<file path="config.mk">
export PLATFORM = sky130hd
export DESIGN_NAME = pmem_strobe_dec
export DESIGN_NICKNAME = d
export VERILOG_FILES = /design/src/rtl/pmem_pkg.sv /design/src/rtl/pmem_sync_chain.sv /design/src/rtl/pmem_edge_det.sv /design/src/rtl/pmem_rd_path.sv /design/src/rtl/pmem_wr_seq.sv /design/src/rtl/pmem_strobe_dec.sv
export SDC_FILE = /design/constraint.sdc
export NUM_CORES = 1
export LEC_CHECK = 0
export BUFFER_PORTS_ARGS = -buffer_cell sky130_fd_sc_hd__buf_2
export CELL_PAD_IN_SITES_DETAIL_PLACEMENT = 0
export CELL_PAD_IN_SITES_GLOBAL_PLACEMENT = 2
export CORE_ASPECT_RATIO = 0.75
export CORE_UTILIZATION = 36
export CTS_CLUSTER_DIAMETER = 100
export DETAILED_ROUTE_END_ITERATION = 6
export HOLD_SLACK_MARGIN = 0.03
export PLACE_DENSITY = 0.9
export SLEW_MARGIN = 20
export SYNTH_ARGS = -nofsm -noshare
export SYNTH_HDL_FRONTEND = slang
export SYNTH_SLANG_ARGS = --single-unit
</file>
<file path="constraint.sdc">
create_clock -name clk -period 2.21 [get_ports clk]
set_clock_uncertainty 0.15 [all_clocks]
set_input_delay 0.3315 -clock clk [delete_from_list [all_inputs] [get_ports clk]]
set_output_delay 0.3315 -clock clk [all_outputs]
set_load 0.02 [all_outputs]
</file>
<file path="src/rtl/pmem_pkg.sv">
package pmem_pkg;

  // Bit positions inside the synchronized strobe vector
  localparam int STB_CE = 0;
  localparam int STB_OE = 1;
  localparam int STB_WE = 2;
  localparam int STB_N  = 3;

  // Positions inside the write-control strobe pair
  localparam int PAIR_CE = 0;
  localparam int PAIR_WE = 1;

  typedef enum logic [1:0] {
    WS_IDLE  = 2'd0,
    WS_ARMED = 2'd1,
    WS_ABORT = 2'd2
  } wr_state_e;

endpackage

</file>
<file path="src/rtl/pmem_sync_chain.sv">
module pmem_sync_chain #(
  parameter int          W       = 1,
  parameter int          STAGES  = 2,
  parameter logic        RST_VAL = 1'b0
) (
  input  logic         clk,
  input  logic         rst,
  input  logic [W-1:0] d_i,
  output logic [W-1:0] q_o
);

  logic [W-1:0] stage [STAGES];

  always_ff @(posedge clk) begin
    if (rst) stage[0] <= {W{RST_VAL}};
    else     stage[0] <= d_i;
  end

  generate
    for (genvar g = 1; g < STAGES; g++) begin : g_stage
      always_ff @(posedge clk) begin
        if (rst) stage[g] <= {W{RST_VAL}};
        else     stage[g] <= stage[g-1];
      end
    end
  endgenerate

  assign q_o = stage[STAGES-1];

endmodule

</file>
<file path="src/rtl/pmem_edge_det.sv">
module pmem_edge_det #(
  parameter int W = 2
) (
  input  logic         clk,
  input  logic         rst,
  input  logic [W-1:0] lvl_i,
  output logic [W-1:0] fall_o
);

  logic [W-1:0] prev_q;

  // Previous level resets to the inactive (high) state: no edge after reset
  always_ff @(posedge clk) begin
    if (rst) prev_q <= '1;
    else     prev_q <= lvl_i;
  end

  generate
    for (genvar g = 0; g < W; g++) begin : g_fall
      assign fall_o[g] = prev_q[g] & ~lvl_i[g];
    end
  endgenerate

endmodule

</file>
<file path="src/rtl/pmem_rd_path.sv">
module pmem_rd_path #(
  parameter int ADDR_W = 13,
  parameter int DATA_W = 8
) (
  input  logic              clk,
  input  logic              rst,
  input  logic              ce_n_s,
  input  logic              oe_n_s,
  input  logic [ADDR_W-1:0] addr_s,
  input  logic [DATA_W-1:0] rd_data_i,
  output logic [DATA_W-1:0] data_o,
  output logic              data_oe_o,
  output logic [ADDR_W-1:0] rd_addr_o
);

  logic rd_act;
  assign rd_act = ~ce_n_s & ~oe_n_s;

  always_ff @(posedge clk) begin
    if (rst) begin
      data_o    <= '0;
      data_oe_o <= 1'b0;
      rd_addr_o <= '0;
    end else begin
      data_oe_o <= rd_act;
      data_o    <= rd_act ? rd_data_i : '0;
      rd_addr_o <= addr_s;
    end
  end

endmodule

</file>
<file path="src/rtl/pmem_wr_seq.sv">
module pmem_wr_seq
  import pmem_pkg::*;
#(
  parameter int ADDR_W = 13,
  parameter int DATA_W = 8
) (
  input  logic              clk,
  input  logic              rst,
  input  logic              ce_n_s,
  input  logic              oe_n_s,
  input  logic              we_n_s,
  input  logic [1:0]        pair_fall,
  input  logic [ADDR_W-1:0] addr_s,
  input  logic [DATA_W-1:0] data_s,
  output logic              wr_vld_o,
  output logic [ADDR_W-1:0] wr_addr_o,
  output logic [DATA_W-1:0] wr_data_o
);

  wr_state_e         state_q;
  logic [ADDR_W-1:0] cap_addr_q;
  logic              both_low;
  logic              pair_start;

  assign both_low   = ~ce_n_s & ~we_n_s;
  // Both low now and one of them just fell: this is the later falling edge
  assign pair_start = both_low & (pair_fall[PAIR_CE] | pair_fall[PAIR_WE]);

  always_ff @(posedge clk) begin
    if (rst) begin
      state_q    <= WS_IDLE;
      cap_addr_q <= '0;
      wr_vld_o   <= 1'b0;
      wr_addr_o  <= '0;
      wr_data_o  <= '0;
    end else begin
      wr_vld_o <= 1'b0;
      unique case (state_q)
        WS_IDLE: begin
          if (pair_start && oe_n_s) begin
            state_q    <= WS_ARMED;
            cap_addr_q <= addr_s;
          end
        end
        WS_ARMED: begin
          if (!oe_n_s) begin
            state_q <= WS_ABORT;
          end else if (!both_low) begin
            // First rising edge of the pair: take the data and issue the write
            state_q   <= WS_IDLE;
            wr_vld_o  <= 1'b1;
            wr_addr_o <= cap_addr_q;
            wr_data_o <= data_s;
          end
        end
        WS_ABORT: begin
          if (!both_low) state_q <= WS_IDLE;
        end
        default: state_q <= WS_IDLE;
      endcase
    end
  end

endmodule

</file>
<file path="src/rtl/pmem_strobe_dec.sv">
module pmem_strobe_dec
  import pmem_pkg::*;
#(
  parameter int ADDR_W      = 13,
  parameter int DATA_W      = 8,
  parameter int SYNC_STAGES = 2
) (
  input  logic              clk,
  input  logic              rst,
  input  logic              ce_n_i,
  input  logic              oe_n_i,
  input  logic              we_n_i,
  input  logic [ADDR_W-1:0] addr_i,
  input  logic [DATA_W-1:0] data_i,
  input  logic [DATA_W-1:0] rd_data_i,
  output logic [DATA_W-1:0] data_o,
  output logic              data_oe_o,
  output logic [ADDR_W-1:0] rd_addr_o,
  output logic              wr_vld_o,
  output logic [ADDR_W-1:0] wr_addr_o,
  output logic [DATA_W-1:0] wr_data_o,
  output logic              we_fall_o
);

  localparam int BUS_W = ADDR_W + DATA_W;

  logic [STB_N-1:0] stb_raw, stb_s;
  logic [BUS_W-1:0] bus_s;
  logic [ADDR_W-1:0] addr_s;
  logic [DATA_W-1:0] data_s;
  logic [1:0]        pair_lvl, pair_fall;

  assign stb_raw[STB_CE] = ce_n_i;
  assign stb_raw[STB_OE] = oe_n_i;
  assign stb_raw[STB_WE] = we_n_i;

  pmem_sync_chain #(.W(STB_N), .STAGES(SYNC_STAGES), .RST_VAL(1'b1)) u_stb_sync (
    .clk (clk),
    .rst (rst),
    .d_i (stb_raw),
    .q_o (stb_s)
  );

  // Bus pipeline of the same depth keeps samples aligned with the strobes
  pmem_sync_chain #(.W(BUS_W), .STAGES(SYNC_STAGES), .RST_VAL(1'b0)) u_bus_sync (
    .clk (clk),
    .rst (rst),
    .d_i ({addr_i, data_i}),
    .q_o (bus_s)
  );

  assign addr_s = bus_s[BUS_W-1:DATA_W];
  assign data_s = bus_s[DATA_W-1:0];

  assign pair_lvl[PAIR_CE] = stb_s[STB_CE];
  assign pair_lvl[PAIR_WE] = stb_s[STB_WE];

  pmem_edge_det #(.W(2)) u_edge (
    .clk    (clk),
    .rst    (rst),
    .lvl_i  (pair_lvl),
    .fall_o (pair_fall)
  );

  pmem_rd_path #(.ADDR_W(ADDR_W), .DATA_W(DATA_W)) u_rd (
    .clk       (clk),
    .rst       (rst),
    .ce_n_s    (stb_s[STB_CE]),
    .oe_n_s    (stb_s[STB_OE]),
    .addr_s    (addr_s),
    .rd_data_i (rd_data_i),
    .data_o    (data_o),
    .data_oe_o (data_oe_o),
    .rd_addr_o (rd_addr_o)
  );

  pmem_wr_seq #(.ADDR_W(ADDR_W), .DATA_W(DATA_W)) u_wr (
    .clk       (clk),
    .rst       (rst),
    .ce_n_s    (stb_s[STB_CE]),
    .oe_n_s    (stb_s[STB_OE]),
    .we_n_s    (stb_s[STB_WE]),
    .pair_fall (pair_fall),
    .addr_s    (addr_s),
    .data_s    (data_s),
    .wr_vld_o  (wr_vld_o),
    .wr_addr_o (wr_addr_o),
    .wr_data_o (wr_data_o)
  );

  always_ff @(posedge clk) begin
    if (rst) we_fall_o <= 1'b0;
    else     we_fall_o <= pair_fall[PAIR_WE];
  end

endmodule

</file>
==> metrics.yaml, run 1 <==
setup_path:
  slowest_delay_ns: 0.44
  rr_worst_depth: 3
  cp.required_ns: 2.33
  r2r_end: "u_wr.cap_addr_q[7]"
  critPathArrivalTime_ns: 1.73
  r2r-start: "u_wr.state_q[0]"
  startpoint: "u_wr.state_q[0]"
  path_cells: "nor3_1 > o211a_1 > mux2i_1"
  regToRegSetupSlack_ns: 0.61
  end_kind: "register"
  path_class: "reg -> reg"
  cp_slowest_cell: "o211a_1"
  cp-start-kind: "register"
  crit_fanout: 7
grt:
  antenna_found_initial: 0
  grt_max_degree: 63
  grt_pass1_wl_um: 8920
  grt.overflow.total: 0
  grt.total_usage_pct: 12.2
  grt_pass1_vias: 1903
drt:
  drcViolationCount: 0
  ant_nets: 0
  drt_pass1_iterations: 4
  post_drt_wl_per_cell_um: 11.2
  drt_iter0_drc: 71
  via_count: 2061
  vias_per_cell: 3.99
  wl_um: 5780
clock_network:
  cts_made_buffers: 9
  cts_resized: 0
  htree_levels: 3
  cts_root_buf: "clkbuf_16"
  cts_buffer_depth: 2
  clkLatencyLatePin_ns: 0.34
  post_cts_buffers: 0
  cts_tree: "done"
  clock-sinks: 110
  worst_setup_hold_path_clk_slew_ns: 0.07
power_and_ir_drop:
  p_per_area_mw_per_mm2: 898
  peakVddDrop_v: 0.000405
  p_leak_nw: 2.00
min_path:
  hold-path-endpoint: "u_rd.data_o[3]"
  worstHoldStart: "rd_data_i[3]"
  hold_depth: 2
  hold_class: "in -> reg"
placement:
  gp_congestion: 0.691
  hpwl_um: 3920
  dp_slack_ns: 0.621
  io_buffers: 78
synth:
  synthXorXnorAreaFrac_pct: 0
  syn_inst: 299
  yosys_warnings: 0
  yosys.area_share.simple_pct: 21.6
  syn_nets: 333
  avgSynthCellArea_um2: 11.6
  synth_top_area_cell: "dfxtp_1"
  muxShareOfSynthArea_pct: 9.79
  ys_ff_latch: 110
  synthAdderAreaFrac_pct: 0
  synth_compound_area_share_pct: 1.55
  synth_area_mm2: 0.00348
  synth-seq-area-share_pct: 63.4
  netlist.area_leader.share_pct: 63.4
  synth_cell_types: 18
  synthTopCellsByArea: "dfxtp_1, nand2b_1, mux2i_1"
  synth_top_family_by_area: "simple AND/OR/NAND/NOR gates"
timing:
  setup-tns-final_ns: 0
  worst_pin_slew_ns: 0.784
  setup_viol: 0
  setup_slack_ns: 0.608
  finalHoldViolCount: 0
  slew_headroom_pct: 47.5
  post-route-min-period_ns: 1.60
  timing.fmax_ghz: 0.624
  slew_violations: 0
  min_period_over_period_pct: 72.5
  rsz0062_at_grt: "no"
floorplanning:
  start_util_pct: 37.8
  fp-row-count: 30
  chipWidth_um: 115
  coreArea_mm2: 0.00920
  ios: 79
  fp.dieH_um: 87.1
  die_area_mm2: 0.0101
finish:
  areaGrowthSynthToFinish_pct: 26.3
  nets: 419
  nFillCells: 842
  final_util_pct: 47.7
  diodes: 0
  drive_gt1_share_pct: 26.8
status:
  status: "finished, final reports clean"
job:
  drv_cap: 0
layout by cell type (no fill, tap or decap), drive strengths merged:
cell type / instances
nor3b: 1
or2: 7
inv: 14
nand2b: 55
nor2b: 43
o311ai: 1
clkinvlp: 1
a21oi: 1
bufinv: 3
nor2: 5
clkbuf: 10
o211a: 2
o211ai: 2
dfxtp: 110
mux2i: 34
dlygate4sd3: 7
nor3: 1
and2: 9
buf: 82
flip-flops by register name, indices dropped and copies added (netlist names):
name              cells
u_wr.wr_vld_o         1
u_wr.wr_addr_o       13
u_rd.data_o           8
u_rd.data_oe_o        1
we_fall_o             1
u_wr.wr_data_o        8
u_edge.prev_q         2
u_rd.rd_addr_o       13
u_bus_sync.stage     42
u_stb_sync.stage      6
u_wr.cap_addr_q      13
u_wr.state_q          2
critical path, delay by kind of cell (launching register included):
family | cells | cell delay [ns]
flops | 1 | 0.34
compound gates | 1 | 0.44
mux | 1 | 0.22
simple gates | 1 | 0.38
power by group:
group / leakage (nW) / switching, mW / internal, mW / total (mW)
sequential: 0.898 / 0.0138 / 2.03 / 2.05
clock: 0.155 / 0.661 / 1.09 / 1.76
combinational: 0.952 / 0.0624 / 0.0806 / 0.143
total: 2.00 / 0.737 / 3.21 / 3.94
layer usage:
metal | vias up | wire [um] | track usage [%] | share of wire (%)
li1 | 1103 | - | - | -
met1 | 894 | 3000 | 15.1 | 52
met2 | 54 | 2310 | 17.3 | 40
met3 | 10 | 376 | 6.68 | 6.5
met4 | 0 | 100 | 5.67 | 1.7
met5 | - | 0 | 0 | 0
kinds of logic (layout without fill, tap and decap cells):
family,Yosys count,count (layout)
and+or+nand+nor,121,121
DFF,110,110
muxes,34,34
buffers and inverters,28,117
AOI/OAI and AO/OA,6,6
cell usage after synthesis, drive strengths merged:
library cell and n:
and2 9, or2 7, mux2i 34, buf 3, nor3b 1, nor2 5
o211ai 2, dfxtp 110, nor2b 43, nand2b 55, o311ai 1, a21oi 1
o211a 2, clkbuf 11, nor3 1, inv 14
through the flow:
stage,instances,area [um2],total power [mW],hold slack [ns]
detailed placement,495,3990,2.23,0.243
CTS,514,4370,4.00,0.0305
finish,516,4390,3.94,0.0444
global placement,495,3990,2.22,0.250
global route,516,4390,4.10,0.0312
floorplan,299,3480,2.17,0.239
cell type report:
type | count | area [um2] | share of cell area (%)
Tap cell | 128 | 160 | 3.65
Clock inverter | 4 | 97.6 | 2.22
Multi-Input combinational cell | 161 | 1150 | 26.1
Sequential cell | 110 | 2200 | 50.2
Timing Repair Buffer | 89 | 503 | 11.5
Clock buffer | 10 | 229 | 5.22
Inverter | 14 | 52.6 | 1.20
worst max-delay path by stage:
stage,end
finish,u_wr.cap_addr_q[7]
global route,u_wr.cap_addr_q[9]
CTS,u_wr.cap_addr_q[12]
detailed placement,u_wr.cap_addr_q[12]
global placement,u_wr.cap_addr_q[6]
floorplan,u_wr.wr_addr_o[10]
timing repair:
| action | 4_1_cts | 5_1_grt |
|---|---|---|
| hold endpoints to repair | 5 | 2 |
| hold buffers | 5 | 2 |
| setup endpoints to repair | 0 | 0 |
No activity file was read; power rests on OpenSTA's default activity.
==> run 2, diff against run 1 <==
Settings changed: CORE_UTILIZATION 36 to 34, PLACE_DENSITY 0.9 to 0.86.
Clock period 2.21 ns to 1.5 ns, I/O delays scaled along.
==> metrics.yaml, run 2 (synthesis results as in run 1) <==
grt:
  grt.overflow.total: 0
  grt_pass1_wl_um: 9450
  grt_pass1_vias: 1997
  grt_max_degree: 49
  grt.total_usage_pct: 11.8
  antenna_found_initial: 0
setup_path:
  crit_fanout: 6
  r2r_end: "u_wr.cap_addr_q[2]"
  cp-start-kind: "register"
  path_cells: "nor3_1 > buf_4 > o211ai_2 > mux2i_1"
  r2r-start: "u_wr.state_q[0]"
  cp.required_ns: 1.56
  slowest_delay_ns: 0.35
  regToRegSetupSlack_ns: 0.03
  rr_worst_depth: 4
  path_class: "reg -> reg"
  critPathArrivalTime_ns: 1.53
  end_kind: "register"
  cp_slowest_cell: "dfxtp_1"
min_path:
  hold-path-endpoint: "u_edge.prev_q[0]"
  hold_class: "in -> reg"
  hold_depth: 2
  worstHoldStart: "rst"
power_and_ir_drop:
  seqPwrFrac_pct: 53.7
  p_per_area_mw_per_mm2: 1190
  power_switching_mw: 1.15
  clkPwrFrac_pct: 41.5
  intPower_mw: 4.46
  switching_share_pct: 20.5
  p_leak_nw: 2.13
  peakVddDrop_v: 0.000575
  p_comb_share_pct: 4.7
floorplanning:
  start_util_pct: 35.6
  fp.dieH_um: 89.6
  coreArea_mm2: 0.00977
  die_area_mm2: 0.0106
  ios: 79
  fp-row-count: 31
  chipWidth_um: 119
finish:
  final_cell_mix: "dfxtp_1, buf_2, nand2b_1"
  final_common_cell: "dfxtp_1"
  nets: 449
  nFillCells: 925
  areaGrowthSynthToFinish_pct: 35.4
  largest_register_ffs: 42
  drive_gt1_share_pct: 26.9
  final_area_mm2: 0.00471
  diodes: 0
  multiInputGateArea_mm2: 0.00115
  regArea_mm2: 0.00220
  regMostFlops: "u_bus_sync.stage"
job:
  drv_cap: 0
clock_network:
  cts_made_buffers: 9
  clkLatencyLatePin_ns: 0.34
  cts_tree: "done"
  clock-sinks: 110
  cts_buffer_depth: 2
  cts_root_buf: "clkbuf_16"
  htree_levels: 3
  worst_setup_hold_path_clk_slew_ns: 0.07
timing:
  setup_slack_ns: 0.0285
  setup_viol: 0
  timing.fmax_ghz: 0.680
  min_period_over_period_pct: 98.1
  post-route-min-period_ns: 1.47
  slew_violations: 0
  finalHoldViolCount: 0
  slew_headroom_pct: 70.7
  worst_pin_slew_ns: 0.438
placement:
  placed_cell_area_mm2: 0.00405
  dp_slack_ns: 0.0806
  hpwl_um: 3770
  io_buffers: 78
  gp_congestion: 0.753
drt:
  drt_pass1_iterations: 3
  wl_um: 6090
  drt_iter0_drc: 89
  vias_per_cell: 4.00
  via_count: 2209
  post_drt_wl_per_cell_um: 11.0
  drcViolationCount: 0
  ant_nets: 0
status:
  status: "finished, final reports clean"
==> run 2: what timing repair did <==
item                                   CTS  global route
hold buffers                            32             0
gates resized for setup                  0             2
endpoints found under the hold margin   32             0
setup endpoints to repair                0             2
setup buffers                            0             1
==> run 2: how the worst max path moves through the flow <==
stage / from / end
after floorplan: u_stb_sync.stage[1][1] / u_wr.wr_addr_o[10]
after global placement: u_wr.state_q[0] / u_wr.cap_addr_q[11]
after detailed placement: u_wr.state_q[0] / u_wr.cap_addr_q[2]
after CTS: u_wr.state_q[0] / u_wr.cap_addr_q[9]
after global routing: u_wr.state_q[0] / u_wr.cap_addr_q[1]
final: u_wr.state_q[0] / u_wr.cap_addr_q[2]
==> run 2: area by class of cell <==
class,count,share of cell area [%]
flip-flops and latches,110,46.8
inverters,14,1.12
multi-input cells,161,24.5
well taps,132,3.51
clock buffers,9,4.79
clock inverters,7,1.57
repair buffers,119,17.7
==> run 2: routing by layer <==
layer  track usage [%]  up-vias  share of wire [%]
li1                  -     1166                  -
met1              14.5      983                 50
met2              18.2       52                 43
met3              4.85        8                5.2
met4              5.18        0                1.5
met5                 0        -                  0
==> run 2: worst max-delay path: cells and delay by family, from the launching register on <==
family,cells,cell delay [ns]
AO/OA/AOI/OAI,1,0.20
AND/OR/NAND/NOR,1,0.29
multiplexers,1,0.17
flip-flops,1,0.35
buffers and inverters,1,0.17
==> run 2: power by group through the flow <==
stage          logic [mW]  clock network [mW]  registers, mW
2_1_floorplan       0.111                   0           3.09
3_3_place_gp        0.201                   0           3.08
3_5_place_dp        0.203                   0           3.08
4_1_cts             0.267                2.40           3.01
5_1_grt             0.293                2.52           3.02
6_report            0.266                2.33           3.01
==> run 2: per-stage QoR <==
stage	setup TNS, ns	power, mW	instances	hold WS, ns	util, %
2_1_floorplan	0	3.20	299	0.179	-
3_3_place_gp	0	3.28	502	0.251	41.4
3_5_place_dp	0	3.28	502	0.245	41.4
4_1_cts	0	5.68	550	0.0421	47.7
5_1_grt	-0.0334	5.83	552	0.0531	48.1
6_report	0	5.60	552	0.0565	48.1
==> run 3, diff against run 2 <==
Settings changed: SETUP_SLACK_MARGIN set to 0.1.
==> metrics.yaml, run 3 (synthesis results as in run 1) <==
drt:
  ant_nets: 0
  via_count: 2229
  wl_um: 6270
  drcViolationCount: 0
  drt_pass1_iterations: 4
  drt_iter0_drc: 81
  post_drt_wl_per_cell_um: 11.3
  vias_per_cell: 4.02
setup_path:
  cp.required_ns: 1.62
  cp-start-kind: "register"
  cp_top_family: "flip-flops"
  path_class: "reg -> reg"
  crit_fanout: 8
  critPathArrivalTime_ns: 1.51
  worstPathBufferInverterCount: 1
  path_cells: "nor2b_4 > o211a_4 > clkbuf_16 > mux2i_1"
  cp_slowest_cell: "dfxtp_2"
  slowest_delay_ns: 0.34
  end_kind: "register"
floorplanning:
  fp-row-count: 31
  start_util_pct: 35.6
  ios: 79
  chipWidth_um: 119
  fp.dieH_um: 89.6
  die_area_mm2: 0.0106
  coreArea_mm2: 0.00977
timing:
  worst_pin_slew_ns: 0.435
  timing.hold.ws_ns: 0.0559
  min_period_over_period_pct: 93.1
  rsz0062_at_grt: "yes"
  slew_headroom_pct: 70.9
  timing.fmax_ghz: 0.716
  finalHoldViolCount: 0
  slew_violations: 0
  setup_viol: 0
  setup-tns-final_ns: 0
  post-route-min-period_ns: 1.40
placement:
  gp_congestion: 0.753
  hpwl_um: 3770
  placed_cell_area_mm2: 0.00405
  io_buffers: 78
clock_network:
  clock-sinks: 110
  htree_levels: 3
  cts_root_buf: "clkbuf_16"
  cts_buffer_depth: 2
  cts_made_buffers: 9
  cts_tree: "done"
  worst_setup_hold_path_clk_slew_ns: 0.07
  clkLatencyLatePin_ns: 0.34
power_and_ir_drop:
  p_total_mw: 5.61
  p_per_area_mw_per_mm2: 1180
  p_leak_nw: 2.15
  peakVddDrop_v: 0.000580
finish:
  largest_register_ffs: 42
  final_util_pct: 48.6
  final_common_cell: "dfxtp_1"
  regMostFlops: "u_bus_sync.stage"
  drive_gt1_share_pct: 28.0
  final_cell_mix: "dfxtp_1, buf_2, nand2b_1"
  nets: 451
  diodes: 0
  areaGrowthSynthToFinish_pct: 36.5
  final_area_mm2: 0.00475
status:
  status: "finished, final reports clean"
grt:
  grtUsageMet2_pct: 18.2
  grt_pass1_wl_um: 9450
  top_usage_layer: "met2"
  grt_pass1_vias: 1997
  grt.total_usage_pct: 11.8
  grt_use_met1_pct: 14.5
  antenna_found_initial: 0
  use_met3_pct: 4.85
  grt.overflow.total: 0
  grt_max_degree: 49
min_path:
  hold_class: "in -> reg"
job:
  drv_cap: 0
-- run 3: changes by cell type in the layout (fill, tap and decap cells not counted), sizes merged --
cell,delta
clkbuf,+1
buf,+1
-- run 3: timing repair --
action	in CTS	in global routing
cloned	0	2
gates resized for setup	1	4
buffers inserted	0	2
endpoints found under the setup margin	14	27
hold endpoints to repair	32	0
pin swaps	1	1
hold buffers	32	0
-- run 3: metal layers --
layer / part of all wire, % / routed length (um) / vias up
li1: - / - / 1173
met1: 50 / 3140 / 997
met5: 0 / 0 / -
met4: 1.4 / 90 / 0
met2: 43 / 2720 / 51
met3: 5.0 / 312 / 8
-- run 3: metrics by stage --
stage | std cells | worst slack (ns)
2_1_floorplan | 299 | 0.154
3_3_place_gp | 502 | 0.140
3_5_place_dp | 502 | 0.0806
4_1_cts | 550 | 0.0819
5_1_grt | 554 | 0.0612
6_report | 554 | 0.103
-- run 3: power breakdown --
part / total, mW / leakage (nW) / switching (mW) / internal [mW]
Sequential: 3.01 / 0.898 / 0.0204 / 2.99
Combinational: 0.269 / 1.10 / 0.102 / 0.167
Clock: 2.33 / 0.146 / 1.03 / 1.30
-- run 3: worst paths after layout --
path	from	end	slack (ns)	cells after the start
max	u_stb_sync.stage[1][1]	u_wr.wr_data_o[5]	0.10	4
min	rst	u_edge.prev_q[0]	0.06	2
max reg2reg	u_stb_sync.stage[1][1]	u_wr.wr_data_o[5]	0.10	4
min reg2reg	u_stb_sync.stage[0][2]	u_stb_sync.stage[1][2]	0.26	1
-- run 3: area by class of cell --
cell class              instances  area (um2)
repair buffers                121         866
clock inverters                 7        73.8
clock buffers                   9         225
well taps                     132         165
inverters                      14        52.6
fillers                       924        5030
multi-input cells             161        1160
flip-flops and latches        110        2200
